===== config.mk =====
export PLATFORM = sky130hd
export DESIGN_NAME = cmd_frame_decoder
export DESIGN_NICKNAME = d
export VERILOG_FILES = /design/src/rtl/cmdfrm_pkg.sv /design/src/rtl/frame_sequencer.sv /design/src/rtl/word_assembler.sv /design/src/rtl/gap_timer.sv /design/src/rtl/cmd_frame_decoder.sv
export SDC_FILE = /design/constraint.sdc
export NUM_CORES = 1
export LEC_CHECK = 0
export ABC_AREA = 1
export BUFFER_PORTS_ARGS = -buffer_cell sky130_fd_sc_hd__clkbuf_2
export CORE_MARGIN = 4
export CORE_UTILIZATION = 55
export CTS_CLUSTER_DIAMETER = 100
export DETAILED_ROUTE_END_ITERATION = 10
export GPL_TIMING_DRIVEN = 0
export PLACE_DENSITY = 0.77
export SLEW_MARGIN = 20
export SYNTH_ARGS = -nofsm -noshare
export SYNTH_HDL_FRONTEND = slang
export SYNTH_SLANG_ARGS = --single-unit

===== constraint.sdc =====
create_clock -name clk -period 1.8 [get_ports clk]
set_input_delay 0.18 -clock clk [delete_from_list [all_inputs] [get_ports clk]]
set_output_delay 0.18 -clock clk [all_outputs]
set_load 0.02 [all_outputs]

===== src/rtl/cmdfrm_pkg.sv =====
package cmdfrm_pkg;
   // Frame position codes; the tuning-byte positions follow WAVE upward.
   localparam int POS_IDLE  = 0;
   localparam int POS_WAVE  = 1;
   localparam int POS_WORD0 = 2;

   function automatic int pos_bits(input int word_bytes);
      return $clog2(word_bytes + 2);
   endfunction
endpackage


===== src/rtl/frame_sequencer.sv =====
module frame_sequencer
   import cmdfrm_pkg::*;
#(
   parameter int DATA_W = 8,
   parameter int WORD_BYTES = 4,
   parameter logic [DATA_W-1:0] OPCODE = 'h01,
   localparam int SW = pos_bits(WORD_BYTES)
) (
   input  logic              clk,
   input  logic              rst_n,
   input  logic              rx_valid,
   input  logic [DATA_W-1:0] rx_byte,
   input  logic              abort,
   output logic [SW-1:0]     pos,
   output logic              busy,
   output logic              wave_load,
   output logic              word_shift,
   output logic              word_done
);
   localparam logic [SW-1:0] P_IDLE  = SW'(POS_IDLE);
   localparam logic [SW-1:0] P_WAVE  = SW'(POS_WAVE);
   localparam logic [SW-1:0] P_WORD0 = SW'(POS_WORD0);
   localparam logic [SW-1:0] P_LAST  = SW'(POS_WORD0 + WORD_BYTES - 1);

   logic [SW-1:0] pos_nxt;
   logic          in_word;
   logic          legal;

   always_comb begin
      in_word    = (pos >= P_WORD0) && (pos <= P_LAST);
      legal      = (pos <= P_LAST);
      busy       = (pos != P_IDLE);
      wave_load  = rx_valid && (pos == P_WAVE);
      word_shift = rx_valid && in_word;
      word_done  = rx_valid && (pos == P_LAST);
      pos_nxt    = pos;
      if (!legal) begin
         pos_nxt = P_IDLE;
      end else if (rx_valid) begin
         if (pos == P_IDLE)
            pos_nxt = (rx_byte == OPCODE) ? P_WAVE : P_IDLE;
         else if (pos == P_LAST)
            pos_nxt = P_IDLE;
         else
            pos_nxt = pos + 1'b1;
      end else if (abort) begin
         pos_nxt = P_IDLE;
      end
   end

   always_ff @(posedge clk or negedge rst_n) begin
      if (!rst_n) pos <= P_IDLE;
      else        pos <= pos_nxt;
   end
endmodule


===== src/rtl/word_assembler.sv =====
module word_assembler #(
   parameter int DATA_W = 8,
   parameter int WORD_BYTES = 4,
   localparam int WORD_W = DATA_W * WORD_BYTES,
   parameter logic [WORD_W-1:0] WORD_RESET = '0
) (
   input  logic              clk,
   input  logic              rst_n,
   input  logic              shift_en,
   input  logic              done,
   input  logic [DATA_W-1:0] din,
   output logic [WORD_W-1:0] word_out
);
   logic [WORD_W-1:0] work;
   logic [WORD_W-1:0] work_nxt;

   // shift left one byte and add the new one
   always_comb work_nxt = (work << DATA_W) + WORD_W'(din);

   always_ff @(posedge clk or negedge rst_n) begin
      if (!rst_n) begin
         work     <= '0;
         word_out <= WORD_RESET;
      end else begin
         if (shift_en) work <= work_nxt;
         if (done)     word_out <= work_nxt;
      end
   end
endmodule


===== src/rtl/gap_timer.sv =====
module gap_timer #(
   parameter int TIMEOUT_CYCLES = 200000
) (
   input  logic clk,
   input  logic rst_n,
   input  logic busy,
   input  logic rx_valid,
   output logic abort
);
   generate
      if (TIMEOUT_CYCLES == 0) begin : g_off
         logic unused_in;
         assign unused_in = ^{clk, rst_n, busy, rx_valid};
         assign abort = 1'b0;
      end else begin : g_on
         localparam int CW = $clog2(TIMEOUT_CYCLES + 1);
         localparam logic [CW-1:0] LIMIT = CW'(TIMEOUT_CYCLES - 1);
         logic [CW-1:0] quiet;

         assign abort = busy && !rx_valid && (quiet == LIMIT);

         always_ff @(posedge clk or negedge rst_n) begin
            if (!rst_n)                quiet <= '0;
            else if (rx_valid || !busy) quiet <= '0;
            else if (abort)            quiet <= '0;
            else                       quiet <= quiet + 1'b1;
         end
      end
   endgenerate
endmodule


===== src/rtl/cmd_frame_decoder.sv =====
module cmd_frame_decoder
   import cmdfrm_pkg::*;
#(
   parameter int DATA_W = 8,
   parameter int WORD_BYTES = 4,
   parameter logic [DATA_W-1:0] OPCODE = 'h01,
   parameter logic [DATA_W-1:0] WAVE_RESET = '0,
   parameter logic [DATA_W*WORD_BYTES-1:0] WORD_RESET = 'd1073741,
   parameter int TIMEOUT_CYCLES = 200000
) (
   input  logic                         clk,
   input  logic                         rst_n,
   input  logic                         rx_valid,
   input  logic [DATA_W-1:0]            rx_byte,
   output logic [DATA_W-1:0]            wave_sel,
   output logic [DATA_W*WORD_BYTES-1:0] tune_word
);
   localparam int SW = pos_bits(WORD_BYTES);

   generate
      if (DATA_W < 1) begin : g_bad_width
         $error("DATA_W must be at least 1");
      end
      if (WORD_BYTES < 1) begin : g_bad_bytes
         $error("WORD_BYTES must be at least 1");
      end
      if (TIMEOUT_CYCLES < 0) begin : g_bad_timeout
         $error("TIMEOUT_CYCLES must not be negative");
      end
   endgenerate

   logic [SW-1:0] seq_pos;
   logic          seq_busy;
   logic          wave_load;
   logic          word_shift;
   logic          word_done;
   logic          gap_abort;

   frame_sequencer #(
      .DATA_W(DATA_W), .WORD_BYTES(WORD_BYTES), .OPCODE(OPCODE)
   ) u_seq (
      .clk(clk), .rst_n(rst_n), .rx_valid(rx_valid), .rx_byte(rx_byte),
      .abort(gap_abort), .pos(seq_pos), .busy(seq_busy),
      .wave_load(wave_load), .word_shift(word_shift), .word_done(word_done)
   );

   word_assembler #(
      .DATA_W(DATA_W), .WORD_BYTES(WORD_BYTES), .WORD_RESET(WORD_RESET)
   ) u_word (
      .clk(clk), .rst_n(rst_n), .shift_en(word_shift), .done(word_done),
      .din(rx_byte), .word_out(tune_word)
   );

   gap_timer #(
      .TIMEOUT_CYCLES(TIMEOUT_CYCLES)
   ) u_gap (
      .clk(clk), .rst_n(rst_n), .busy(seq_busy), .rx_valid(rx_valid),
      .abort(gap_abort)
   );

   always_ff @(posedge clk or negedge rst_n) begin
      if (!rst_n)         wave_sel <= WAVE_RESET;
      else if (wave_load) wave_sel <= rx_byte;
   end
endmodule


Yosys cells after proc, flatten, opt, wreduce, memory -nomap -nowiden
Cells that the tools add are included.

storage, ports and cells
  logic and storage cells = 34
  bits in registers = 85

operators by class
  $lt $le $gt $ge = 2
  equal/unequal tests = 5
  reduce and logical (&&, ||, !) cells = 11
  add/sub/neg operators = 3
  mux-type cells = 8

operators with widths
  cell                     count
  $mux W18                 2
  $add A32 B8 Y32          1
  $add A18 B1 Y18 const B  1
  $eq A18 B18 Y1 const B   1
  $mux W3                  5
  $eq A8 B1 Y1 const B     1
  $logic_and A1 B1 Y1      6
  $add A3 B1 Y3 const B    1
  $eq A3 B1 Y1 const B     1
  $eq A3 B3 Y1 const B     1
  $ge A3 B2 Y1 const B     1
  $le A3 B3 Y1 const B     1
  $logic_not A3 Y1         1
  $ne A3 B3 Y1 const B     1
  $reduce_bool A3 Y1       1
  $logic_not A1 Y1         2
  $logic_or A1 B1 Y1       1
  $mux W1                  1

Depth between registers and ports, before layout
  depth after elaboration = 6
  depth in mapped cells = 9

Modules after synthesis
A second synthesis with hierarchy kept.

unflattened totals
  cell total of the unflattened synthesis = 453
  area total of the unflattened synthesis = 3,875.0 sq um

by module, submodules not included
  module             cells each  times used  area an instance (sq um)  sequential area each (sq um)
  word_assembler     238         1           2,242.2                   1,411.4
  gap_timer          135         1           1,063.5                   450.4
  cmd_frame_decoder  34          1           305.3                     200.2
  frame_sequencer    46          1           264.0                     75.1

Worst setup path after synthesis
OpenSTA, ideal clock, no wires.

  kind = reg2reg
  start = reg u_gap.g_on.quiet[0]
  end = reg u_seq.pos[2]
  period minus slack after synthesis = 1.310 ns
  cell stages (with the launch flop) = 10
  data required time = 1.680 ns
  setup slack = 0.490 ns
  path buffers = 1
  library setup time = 0.120 ns
  arrival = 1.189 ns
  cells stage by stage = dfrtp_1 -> ha_1 -> nand2_1 -> nor2_1 -> nand2_1 -> nor2_1 -> nand2_2 -> buf_6 -> nand3_1 -> nand2_1

on the way
  longest elaborated chain between the ends = 3

RTL lines
  what                      RTL line               source
  start: declaration        gap_timer.sv:18        logic [CW-1:0] quiet;
  start signal: assignment  gap_timer.sv:26        else quiet <= quiet + 1'b1;
  $eq A18 B18 Y1            gap_timer.sv:20        assign abort = busy && !rx_valid && (quiet == LIMIT);
  $logic_and A1 B1 Y1       gap_timer.sv:20
  $ne A3 B3 Y1 (no line)    --
  end signal: assignment    frame_sequencer.sv:53  else pos <= pos_nxt;
  end: declaration          frame_sequencer.sv:14  output logic [SW-1:0] pos,

No other way between the ends.
A chain may end at the register's enable or synchronous reset.

Worst setup path in the final report
  start = reg u_seq.pos[1]
  end = reg wave_sel[6]

on the way
  longest elaborated chain between the ends = 2

RTL lines
  what                    RTL line                 source
  $eq A3 B1 Y1            frame_sequencer.sv:33    wave_load = rx_valid && (pos == P_WAVE);
  $logic_and A1 B1 Y1     frame_sequencer.sv:33
  end signal: assignment  cmd_frame_decoder.sv:63  else if (wave_load) wave_sel <= rx_byte;
  end: declaration        cmd_frame_decoder.sv:15  output logic [DATA_W-1:0] wave_sel,

No other way between the ends.

==> flow_metrics.tcl <==
set metrics [dict create \
    status "finished, final reports clean" \
    cts_sinks 85 \
    post_drt_wl_per_cell_um 13.32 \
    p_sw_mw 2.427 \
    final_common_cell "nand2_1" \
    clockRootBuffer "clkbuf_8" \
    antenna_found_initial 0 \
    syn_nets 412 \
    initialDrtViolationCount 161 \
    setup_viol 0 \
    drc_errors 0 \
    peakVddDrop_uv 1041 \
    rsz0062_at_grt "false" \
    vias 2825 \
    leakage_nw 2.157 \
    crit_required_ns 2.03 \
    synth_area_per_cell_sq_um 9.087 \
    grt_start_max_net_pins 86 \
    worstSetupPathType "flip-flop to flip-flop" \
    drt.antenna.violating_nets 0 \
    power.internal_mw 3.859 \
    nets 474 \
    endpoint_kind "flip-flop" \
    power_density_nw_per_um2 1500 \
    htree_levels 3 \
    start_util_pct 56.92 \
    fmax_mhz 676.3 \
    ys_top_cells_by_area "dfrtp_1 (53%), nand2_1 (11%), o21ai_0 (6.9%)" \
    drive_above_1_share_pct 21.41 \
    period_share_pct 82.15 \
    fp-row-count 29 \
    setup_ws_ns 0.3213 \
    yosysTopAreaCell "dfrtp_1" \
    port_buffers 50 \
    worstSkewPairLatency_ns 0.35 \
    pre_cts_ws_ns 0.3367 \
    synth-seq-cells 85 \
    hold_class "input port to flip-flop" \
    final_max_slew_viol_count 0 \
    syn_inst 400 \
    tightest_slew_ns 0.6428 \
    ys_warn_count 0 \
    hpwl_mm 5.272 \
    yosysUniqueCellTypes 26 \
    grt_pass1_wl_mm 12.48 \
    overflow 0 \
    drt-pass1-iter-count 4 \
    io_pins 51 \
    clkTransAtPathRegs_ns 0.09 \
    cts_tree "done" \
    p_seq_share_pct 47.3 \
    via_per_inst 5.193 \
    p_sw_share_pct 38.61 \
    track_usage_pct 20.21 \
    hold_violations 0 \
    grt_pass1_vias 2693 \
    clock_path_buffers 2 \
    cap_violations 0 \
    cts_resized 0 \
    post-synth-top-area-fraction_pct 53.01 \
    nFillCells 539 \
    core_area_sq_um 6386 \
    fin_skew_ns 0.01123 \
    die_h_um 89.30 \
    relSlewSlack_pct 57.15 \
    post_synth_instance_area_sq_um 3635 \
    post-route-min-period_ns 1.479 \
    critPathLaunchType "flip-flop" \
    setup_tns_ns 0 \
    finalWeightedCongestion 0.8572 \
    cp_max_fo 10 \
    die_x_um 89.30 \
    synth-seq-area-share_pct 58.80 \
    final_cell_mix "nand2_1 (103), dfrtp_1 (77), inv_1 (51), o21ai_0 (50), clkbuf_2 (49)" \
    numCtsBuffers 9 \
    area_growth_pct 15.32 \
    crit_arrival_ns 1.71 \
    fin_util_pct 65.63 \
    pwr-share-clk_pct 20.5 \
    power_frac_comb_pct 32.1 \
    wirelength_mm 7.247 \
    num_antenna_cells 0 \
    dieArea_sq_um 7974 \
]
sequential cells by signal (all words and copies together) (netlist names):
register and flops:
wave_sel 8, u_seq.pos 3, u_gap.g_on.quiet 18, u_word.work 24, u_word.word_out 32
metal layers:
metal | vias up | GRT usage, % | routed length [um] | part of all wire, %
met5 | - | 0 | 0 | 0
met2 | 67 | 30.81 | 3267 | 45
li1 | 1387 | - | - | -
met4 | 0 | 7.307 | 112 | 1.5
met3 | 12 | 3.594 | 340 | 4.7
met1 | 1359 | 29.27 | 3527 | 49
through the flow:
stage / hold slack (ns) / power [mW] / std cells / area (sq um)
final: 0.09205 / 6.286 / 544 / 4192
after global routing: 0.1262 / 6.741 / 544 / 4192
after CTS: 0.09151 / 6.351 / 544 / 4192
after detailed placement: 0.2645 / 5.062 / 527 / 3990
after global placement: 0.4434 / 4.967 / 527 / 3981
after floorplan: -0.1156 / 4.307 / 400 / 3635
power groups by stage:
stage	sequential [mW]	clock, mW	combinational, mW
floorplan	3.40	0	0.910
global placement	2.99	0	1.98
detailed placement	3.01	0	2.06
CTS	2.98	1.32	2.06
global route	3.06	1.40	2.29
finish	2.97	1.29	2.02
worst max-delay path, cell delays in order (launching register included):
cell and delay, ns:
dfrtp_1 0.47, nor2_1 0.24, nand3_1 0.30, buf_6 0.24
nand2_1 0.05, o21ai_0 0.08
path summary, 6_finish.rpt:
path,startpoint,cells after the start,to,slack (ns)
worst max-delay path,u_seq.pos[1],5,wave_sel[6],0.32
worst min-delay path,rx_byte[0],3,u_word.word_out[0],0.09
worst min register to register,u_word.word_out[0],2,u_word.word_out[0],0.48
min in group asynchronous,rst_n,2,u_gap.g_on.quiet[1],0.42
worst max register to register,u_seq.pos[1],5,wave_sel[6],0.32
max in group asynchronous,rst_n,2,u_word.word_out[28],0.93
synthesized netlist by cell type, drive strengths merged:
cell / n
nand2: 105
nand3: 17
o21ai: 60
a21oi: 1
nor2: 35
dfrtp: 77
nor3: 5
nand4: 8
o21bai: 2
inv: 54
dfstp: 8
buf: 11
xor2: 2
xnor2: 4
ha: 1
clkbuf: 2
mux2: 8
cell type report:
type	instances	area (sq um)	area share, %
Timing Repair Buffer	51	269.0	6.418
Sequential cell	85	2137	50.99
Tap cell	77	96.34	2.299
Multi-Input combinational cell	248	1195	28.51
Clock inverter	6	53.80	1.284
Buffer	13	100.1	2.388
Clock buffer	10	137.6	3.284
Inverter	54	202.7	4.836
cells by family after synthesis:
family	count (synthesis)	share of synthesized area (%)
mux	8	2.478
compound gates	63	8.915
xor+xnor	6	1.446
flops	85	58.80
buf+inv	67	8.330
fa+ha+maj	1	0.3442
simple gates	170	19.69
timing repair:
| action | in CTS | in global routing |
|---|---|---|
| hold buffers | 1 | 0 |
| endpoints found under the setup margin | 0 | 0 |
| hold endpoints to repair | 77 | 0 |
| buffers inserted | 0 | 0 |
(Power assumes the default switching activity.)
